$ cat src/rtl/irqm_pkg.sv
package irqm_pkg;
  localparam int unsigned ADDR_W   = 8;
  localparam int unsigned DATA_W   = 8;
  localparam int unsigned NUM_CH   = 2;

  localparam logic [ADDR_W-1:0] OFS_STAT0 = 8'h50;
  localparam logic [ADDR_W-1:0] OFS_STAT1 = 8'h57;
  localparam logic [ADDR_W-1:0] OFS_MODE  = 8'h71;

  localparam int unsigned STAT0_BIT     = 2;
  localparam int unsigned STAT1_BIT     = 4;
  localparam int unsigned MODE_PEND_LSB = 2;
  localparam int unsigned MODE_BLK_LSB  = 4;

  function automatic logic [ADDR_W-1:0] stat_addr(input int unsigned ch);
    return (ch == 0) ? OFS_STAT0 : OFS_STAT1;
  endfunction

  function automatic int unsigned stat_bit(input int unsigned ch);
    return (ch == 0) ? STAT0_BIT : STAT1_BIT;
  endfunction
endpackage

$ cat src/rtl/irqm_cfg_decode.sv
module irqm_cfg_decode
  import irqm_pkg::*;
(
  input  logic [ADDR_W-1:0] cfg_addr_i,
  input  logic [DATA_W-1:0] cfg_wdata_i,
  input  logic              cfg_we_i,
  output logic [NUM_CH-1:0] w1c_stat_o,
  output logic [NUM_CH-1:0] w1c_mode_o
);
  for (genvar c = 0; c < NUM_CH; c++) begin : g_dec
    always_comb begin
      w1c_stat_o[c] = cfg_we_i && (cfg_addr_i == stat_addr(c)) && cfg_wdata_i[stat_bit(c)];
      w1c_mode_o[c] = cfg_we_i && (cfg_addr_i == OFS_MODE) && cfg_wdata_i[MODE_PEND_LSB + c];
    end
  end
endmodule

$ cat src/rtl/irqm_chan.sv
module irqm_chan (
  input  logic clk,
  input  logic rst_n,
  input  logic req_i,
  input  logic w1c_stat_i,
  input  logic w1c_mode_i,
  output logic pend_stat_o,
  output logic pend_mode_o,
  output logic pend_nxt_o
);
  logic req_q;
  logic stat_q, stat_d;
  logic mode_q, mode_d;
  logic rise, fall, clr;

  always_comb begin
    rise = req_i & ~req_q;
    fall = ~req_i & req_q;
    clr  = w1c_stat_i | w1c_mode_i;
    // Set has priority over any clear; a fall or a software clear drops both copies.
    if (rise) begin
      stat_d = 1'b1;
      mode_d = 1'b1;
    end else if (fall || clr) begin
      stat_d = 1'b0;
      mode_d = 1'b0;
    end else begin
      stat_d = stat_q;
      mode_d = mode_q;
    end
  end

  always_ff @(posedge clk or negedge rst_n) begin
    if (!rst_n) begin
      req_q  <= 1'b0;
      stat_q <= 1'b0;
      mode_q <= 1'b0;
    end else begin
      req_q  <= req_i;
      stat_q <= stat_d;
      mode_q <= mode_d;
    end
  end

  assign pend_stat_o = stat_q;
  assign pend_mode_o = mode_q;
  assign pend_nxt_o  = mode_d;
endmodule

$ cat src/rtl/irqm_mask_gate.sv
module irqm_mask_gate
  import irqm_pkg::*;
(
  input  logic              clk,
  input  logic              rst_n,
  input  logic              blk_we_i,
  input  logic [NUM_CH-1:0] blk_wdata_i,
  input  logic [NUM_CH-1:0] pend_nxt_i,
  output logic [NUM_CH-1:0] blk_o,
  output logic              irq_o
);
  logic [NUM_CH-1:0] blk_q, blk_d;
  logic              irq_q, irq_d;

  always_comb begin
    blk_d = blk_we_i ? blk_wdata_i : blk_q;
    irq_d = |(pend_nxt_i & ~blk_d);
  end

  always_ff @(posedge clk or negedge rst_n) begin
    if (!rst_n) begin
      blk_q <= '0;
      irq_q <= 1'b0;
    end else begin
      blk_q <= blk_d;
      irq_q <= irq_d;
    end
  end

  assign blk_o = blk_q;
  assign irq_o = irq_q;
endmodule

$ cat src/rtl/irqm_readback.sv
module irqm_readback
  import irqm_pkg::*;
(
  input  logic [ADDR_W-1:0] cfg_addr_i,
  input  logic [NUM_CH-1:0] pend_stat_i,
  input  logic [NUM_CH-1:0] pend_mode_i,
  input  logic [NUM_CH-1:0] blk_i,
  output logic [DATA_W-1:0] rdata_o
);
  logic [DATA_W-1:0] stat_byte [NUM_CH];
  logic [DATA_W-1:0] mode_byte;

  for (genvar c = 0; c < NUM_CH; c++) begin : g_stat
    always_comb begin
      stat_byte[c] = '0;
      stat_byte[c][stat_bit(c)] = pend_stat_i[c];
    end
  end

  always_comb begin
    mode_byte = '0;
    mode_byte[MODE_PEND_LSB +: NUM_CH] = pend_mode_i;
    mode_byte[MODE_BLK_LSB  +: NUM_CH] = blk_i;
  end

  always_comb begin
    unique case (cfg_addr_i)
      OFS_STAT0: rdata_o = stat_byte[0];
      OFS_STAT1: rdata_o = stat_byte[1];
      OFS_MODE:  rdata_o = mode_byte;
      default:   rdata_o = '0;
    endcase
  end
endmodule

$ cat src/rtl/irqm_aggregator.sv
module irqm_aggregator
  import irqm_pkg::*;
(
  input  logic              clk,
  input  logic              rst_n,
  input  logic [1:0]        req_i,
  input  logic [7:0]        cfg_addr_i,
  input  logic [7:0]        cfg_wdata_i,
  input  logic              cfg_we_i,
  output logic [7:0]        cfg_rdata_o,
  input  logic              blk_we_i,
  input  logic [1:0]        blk_wdata_i,
  output logic              irq_o
);
  logic [NUM_CH-1:0] w1c_stat, w1c_mode;
  logic [NUM_CH-1:0] pend_stat, pend_mode, pend_nxt;
  logic [NUM_CH-1:0] blk_q;

  irqm_cfg_decode u_dec (
    .cfg_addr_i  (cfg_addr_i),
    .cfg_wdata_i (cfg_wdata_i),
    .cfg_we_i    (cfg_we_i),
    .w1c_stat_o  (w1c_stat),
    .w1c_mode_o  (w1c_mode)
  );

  for (genvar c = 0; c < NUM_CH; c++) begin : g_ch
    irqm_chan u_chan (
      .clk         (clk),
      .rst_n       (rst_n),
      .req_i       (req_i[c]),
      .w1c_stat_i  (w1c_stat[c]),
      .w1c_mode_i  (w1c_mode[c]),
      .pend_stat_o (pend_stat[c]),
      .pend_mode_o (pend_mode[c]),
      .pend_nxt_o  (pend_nxt[c])
    );
  end

  irqm_mask_gate u_gate (
    .clk         (clk),
    .rst_n       (rst_n),
    .blk_we_i    (blk_we_i),
    .blk_wdata_i (blk_wdata_i),
    .pend_nxt_i  (pend_nxt),
    .blk_o       (blk_q),
    .irq_o       (irq_o)
  );

  irqm_readback u_rb (
    .cfg_addr_i  (cfg_addr_i),
    .pend_stat_i (pend_stat),
    .pend_mode_i (pend_mode),
    .blk_i       (blk_q),
    .rdata_o     (cfg_rdata_o)
  );
endmodule

$ cat config.mk
export PLATFORM = sky130hd
export DESIGN_NAME = irqm_aggregator
export DESIGN_NICKNAME = d
export VERILOG_FILES = /design/src/rtl/irqm_pkg.sv /design/src/rtl/irqm_cfg_decode.sv /design/src/rtl/irqm_chan.sv /design/src/rtl/irqm_mask_gate.sv /design/src/rtl/irqm_readback.sv /design/src/rtl/irqm_aggregator.sv
export SDC_FILE = /design/constraint.sdc
export NUM_CORES = 1
export LEC_CHECK = 0
export ABC_AREA = 1
export ABC_CLOCK_PERIOD_IN_PS = 950
export BUFFER_PORTS_ARGS = -buffer_cell sky130_fd_sc_hd__buf_2
export CAP_MARGIN = 25
export CELL_PAD_IN_SITES_DETAIL_PLACEMENT = 0
export CELL_PAD_IN_SITES_GLOBAL_PLACEMENT = 1
export CORE_ASPECT_RATIO = 1.1
export CORE_MARGIN = 2
export CORE_UTILIZATION = 25
export DETAILED_ROUTE_END_ITERATION = 8
export PLACE_DENSITY = 0.72
export RECOVER_POWER = 100
export SLEW_MARGIN = 25
export SYNTH_ARGS = -nofsm -noshare
export SYNTH_HDL_FRONTEND = slang
export SYNTH_SLANG_ARGS = --single-unit
$ cat constraint.sdc
create_clock -name clk -period 0.95 [get_ports clk]
set_input_delay 0.19 -clock clk [delete_from_list [all_inputs] [get_ports clk]]
set_output_delay 0.19 -clock clk [all_outputs]
set_load 0.02 [all_outputs]
### Word-level counts from Yosys, hierarchy flattened

Cells that the tools add are included.

| cells by class | value |
|---|---|
| add/sub/neg operators | 0 |
| $mul | 0 |
| div/mod/pow operators | 0 |
| order comparisons | 0 |
| eq/ne operators | 3 |
| shift operators | 0 |
| muxes and demuxes | 10 |
| bitwise gates (word level) | 12 |
| reduce and logical (&&, ||, !) cells | 12 |

Operators by type and width:

| kind | number |
|---|---|
| equality test 8 x 7 -> 1 bit, second input constant | 3 |
| one-hot mux 6 bit (3 select lines) | 1 |
| two-way mux 1 bit | 8 |
| logical AND 1 bit | 7 |
| AND 1 bit | 4 |
| inverter 1 bit | 4 |
| nonzero test 2 bit | 2 |
| AND 2 bit | 1 |
| logical OR 1 bit | 2 |
| two-way mux 2 bit | 1 |
| inverter 2 bit | 1 |
| bitwise OR 1 bit | 2 |
| OR reduction 2 bit | 1 |

| word-level totals | value |
|---|---|
| register bits after elaboration | 9 |
| bits in latches | 0 |
| memory bits (writable) | 0 |
| memory bits (read-only) | 0 |
| bits of input ports | 24 |
| output and inout bits | 9 |
| word-level logic and storage cells | 45 |
| memories | 0 |

### Logic depth before layout (Yosys ltp)

| logic depth | value |
|---|---|
| depth after elaboration | 9 |
| mapped depth | 10 |
| gate-level depth less buffers | 10 |

### Modules after synthesis

Synthesis repeated with hierarchy kept, for this count alone.

| unflattened totals | value |
|---|---|
| cell total of the unflattened synthesis | 92 |
| area total of the unflattened synthesis | 596.8 um2 |

Modules (own cells, without submodules):

| module | times used | cells an instance | area each (um2) | seq. area each (um2) |
|---|---|---|---|---|
| irqm_chan | 2 | 11 | 110.1 | 75.1 |
| irqm_readback | 1 | 35 | 161.4 | 0.0 |
| irqm_mask_gate | 1 | 13 | 125.1 | 75.1 |
| irqm_cfg_decode | 1 | 22 | 90.1 | 0.0 |

### Worst setup path before layout

No wires, ideal clock.

| timing path | value |
|---|---|
| kind | input to output |
| from | input port cfg_addr_i[7] |
| to | output port cfg_rdata_o[2] |
| arrival | 871 ps |
| data required time | 760 ps |
| setup slack | -111 ps |
| cell stages on the path | 5 |
| path buffers | 0 |
| cells stage by stage | inv_1 -> nand2_2 -> nor2_4 -> nand3_1 -> o21ai_1 |

| between the ends | value |
|---|---|
| cells in the longest elaborated chain, start to end | 2 |
| elaborated cells between the ends (all ways) | 4 |
| classes of those cells | 3 x eq/ne; 1 x mux |

Ends and longest elaborated chain:

| element | RTL line | RTL |
|---|---|---|
| start: declaration | irqm_aggregator.sv:7 | `input logic [7:0] cfg_addr_i,` |
| equality test 8 x 7 -> 1 bit | irqm_readback.sv:27 | `unique case (cfg_addr_i)` |
| one-hot mux 6 bit (3 select lines) (*) | irqm_readback.sv:27 |  |
| end: declaration | irqm_aggregator.sv:10 | `output logic [7:0] cfg_rdata_o,` |

Mark *: on every way between the ends. The rest lies on a longest branch, timed or not.

### Worst setup path after layout

| timing path | value |
|---|---|
| from | register g_ch[0].u_chan.mode_q |
| to | output port cfg_rdata_o[2] |

| between the ends | value |
|---|---|
| cells in the longest elaborated chain, start to end | 1 |

Ends and longest elaborated chain:

| element | RTL line | RTL |
|---|---|---|
| start: declaration | irqm_chan.sv:13 | `logic mode_q, mode_d;` |
| start signal: assignment | irqm_chan.sv:41 | `mode_q <= mode_d;` |
| one-hot mux 6 bit (3 select lines) | irqm_readback.sv:27 |  |

Every way passes these cells.

==> out/metrics.yaml <==
status:
  outcome: "finished, violations left"
  violations: "negative setup slack"
synth:
  synth_cell_types: 15
  synth_cells: 77
  synth_area_um2: 579.3
  yosysSeqAreaShare: 0.3888
  yosys_warnings: 0
  ys_top_cells_by_area: "dfrtp_1, nand2_1, inv_1"
  yosys.area.top_type: "dfrtp_1"
  yosys.area.top_type_share: 0.3888
  postSynthRegisterBits: 9
  syn_area_per_cell_um2: 7.523
finish:
  diodes: 0
  multi_input_area_um2: 314.1
  utilization: 0.4057
  ff_latch_area_um2: 225.2
  nNetsFinal: 137
  drive_gt1_frac: 0.5268
  syn2layout_area_growth_pct: 56.16
  fill_cells: 234
pwr:
  power_leakage_nw: 0.5036
  power.density_mw_per_mm2: 1080
  ir_worst_vdd_v: 0.0007336
flow_run:
  maxCapViolations: 0
route:
  avgRoutedWirePerCell_um: 8.521
  drc_errors: 0
  vias: 560
  dr.first_iter.drc_count: 1
  wirelength_mm: 1.210
  dr.pass1.iters: 4
  via_per_inst: 3.944
  antenna_left: 0
setup_path:
  critPathLaunchType: "flop"
  critPathMaxFanout: 2
  end_kind: "output pin"
  worstPathRequired_ns: 0.76
  critPathKind: "reg2out"
  worstPathArrival_ns: 0.91
  rr_worst_depth: 6
timing:
  clock.fmax_mhz: 906.4
  post-route-min-period_ns: 1.103
  rsz0062_at_grt: "yes"
  setup_slack_ns: -0.1533
  skew_ns: 0.005570
  finalSetupViolations: 6
  hold_viol: 0
  maxSlewViolCount: 0
  finalCritPeriodShare: 1.161
worst_hold_path:
  hold_depth: 1
  min_path_type: "in2reg"
global_route:
  grt_max_degree: 10
  gr-usage-all-layers: 0.1020
  antenna_found_initial: 0
  grt_pass1_vias: 521
  grt_first_pass_wirelength_mm: 2.118
  overflow: 0
floorplan:
  die_height_um: 54.49
  placementRows: 18
  die_w_um: 49.90
  start_util: 0.2598
  core-area_mm2: 0.002230
  die_area_mm2: 0.002719
  top_level_ports: 33
clocking:
  clockBufferDepth: 2
  clkSlewWorstSetupHoldPaths_ns: 0.06
  clockRootBuffer: "clkbuf_4"
  clock_latency_ns: 0.25
  cts_max_level: 1
  clock_sinks: 9
  cts_buffers: 3
  cts_tree: "yes"
place:
  io_buffers: 23
  dpl.hpwl_um: 912.3
  pre_cts_ws_ns: -0.2323
  gp_congestion: 0.6813
==> registers in the layout (all words and copies together), names as in the netlist <==
signal	flops
g_ch.u_chan.pend_mode_o	2
u_gate.blk_o	2
g_ch.u_chan.pend_stat_o	2
u_gate.irq_o	1
g_ch.u_chan.req_q	2
==> routing by layer <==
layer | routed length (µm) | up-vias | GRT usage
met5 | 0 | - | 0
met4 | 7 | 0 | 0.04167
met3 | 83 | 2 | 0.01913
met2 | 637 | 19 | 0.1911
met1 | 482 | 245 | 0.1158
li1 | - | 294 | -
==> through the flow <==
step                instance area, µm²  std cells  hold slack (ns)  setup TNS (ns)  total power (W)
floorplan                        594.3         80          -0.1056         -0.1321        0.0005680
global placement                 716.9        129          0.05183          -1.138        0.0006287
detailed placement               716.9        129          0.05287          -1.247        0.0006298
CTS                              889.6        142          0.07318         -0.5552        0.0009844
global route                     904.6        142          0.08443         -0.9335         0.001046
finish                           904.6        142          0.08821         -0.5598        0.0009767
==> final cells by class <==
| class | count | area share |
|---|---|---|
| multi-input combinational | 51 | 0.3472 |
| tap | 30 | 0.04149 |
| timing repair buffer | 32 | 0.2586 |
| sequential | 9 | 0.2490 |
| inverter | 16 | 0.07469 |
| clock buffer | 4 | 0.02905 |
==> kinds of logic (layout without fill, tap and decap cells) <==
family / after synthesis / in the layout / share of synthesized area
flip-flops: 9 / 9 / 0.3888
other: 1 / 4 / 0.006473
AND/OR/NAND/NOR: 44 / 44 / 0.4233
AO/OA/AOI/OAI: 3 / 3 / 0.02591
buffers and inverters: 20 / 52 / 0.1555
==> critical path, cell delays in order (launching register included) <==
cell     delay [ns]
dfrtp_1        0.38
nand3_1        0.10
o21ai_2        0.06
buf_6          0.13
==> report_power, final <==
group          internal [W]  switching (W)  leakage, nW  total [W]
combinational      0.000121       0.000132        0.386   0.000253
clock              0.000161       0.000122       0.0150   0.000283
sequential         0.000421      0.0000190        0.103   0.000440
==> worst paths after layout <==
kind / from / to / slack, ns
worst min-delay path: req_i[0] / g_ch[0].u_chan.req_q / 0.09
worst max register to register: g_ch[0].u_chan.req_q / u_gate.irq_o / 0.03
worst max-delay path: g_ch[0].u_chan.pend_mode_o / cfg_rdata_o[2] / -0.15
max in group asynchronous: rst_n / g_ch[1].u_chan.pend_stat_o / 0.22
min in group asynchronous: rst_n / u_gate.irq_o / 0.40
worst min register to register: g_ch[0].u_chan.pend_stat_o / g_ch[0].u_chan.pend_stat_o / 0.50
==> Yosys cell counts <==
cell and n:
nand2_1 16, o21ai_0 2, nand3_2 3, conb_1 1
inv_2 1, nand2_2 9, o21ai_1 1, or2_2 1
nor2_4 3, buf_4 4, dfrtp_1 9, nand3_1 7
nor2_1 4, or2_4 1, inv_1 15
==> cells in the final DEF (no fill, tap or decap), types with 6 or more instances in the layout <==
master and count:
nand2_1 15, buf_2 11, inv_1 10, dfrtp_1 9, buf_6 8, buf_4 8, nand2_2 7, nand3_1 6
==> what timing repair did <==
item                                    in CTS  in global routing
hold buffers                                 1                  0
pin swaps                                   12                  4
endpoints found under the setup margin       6                  7
gates resized for setup                     24                  7
gates cloned                                 0                  0
setup buffers                                8                  0
endpoints found under the hold margin        9                  0
(Power assumes the default switching activity.)
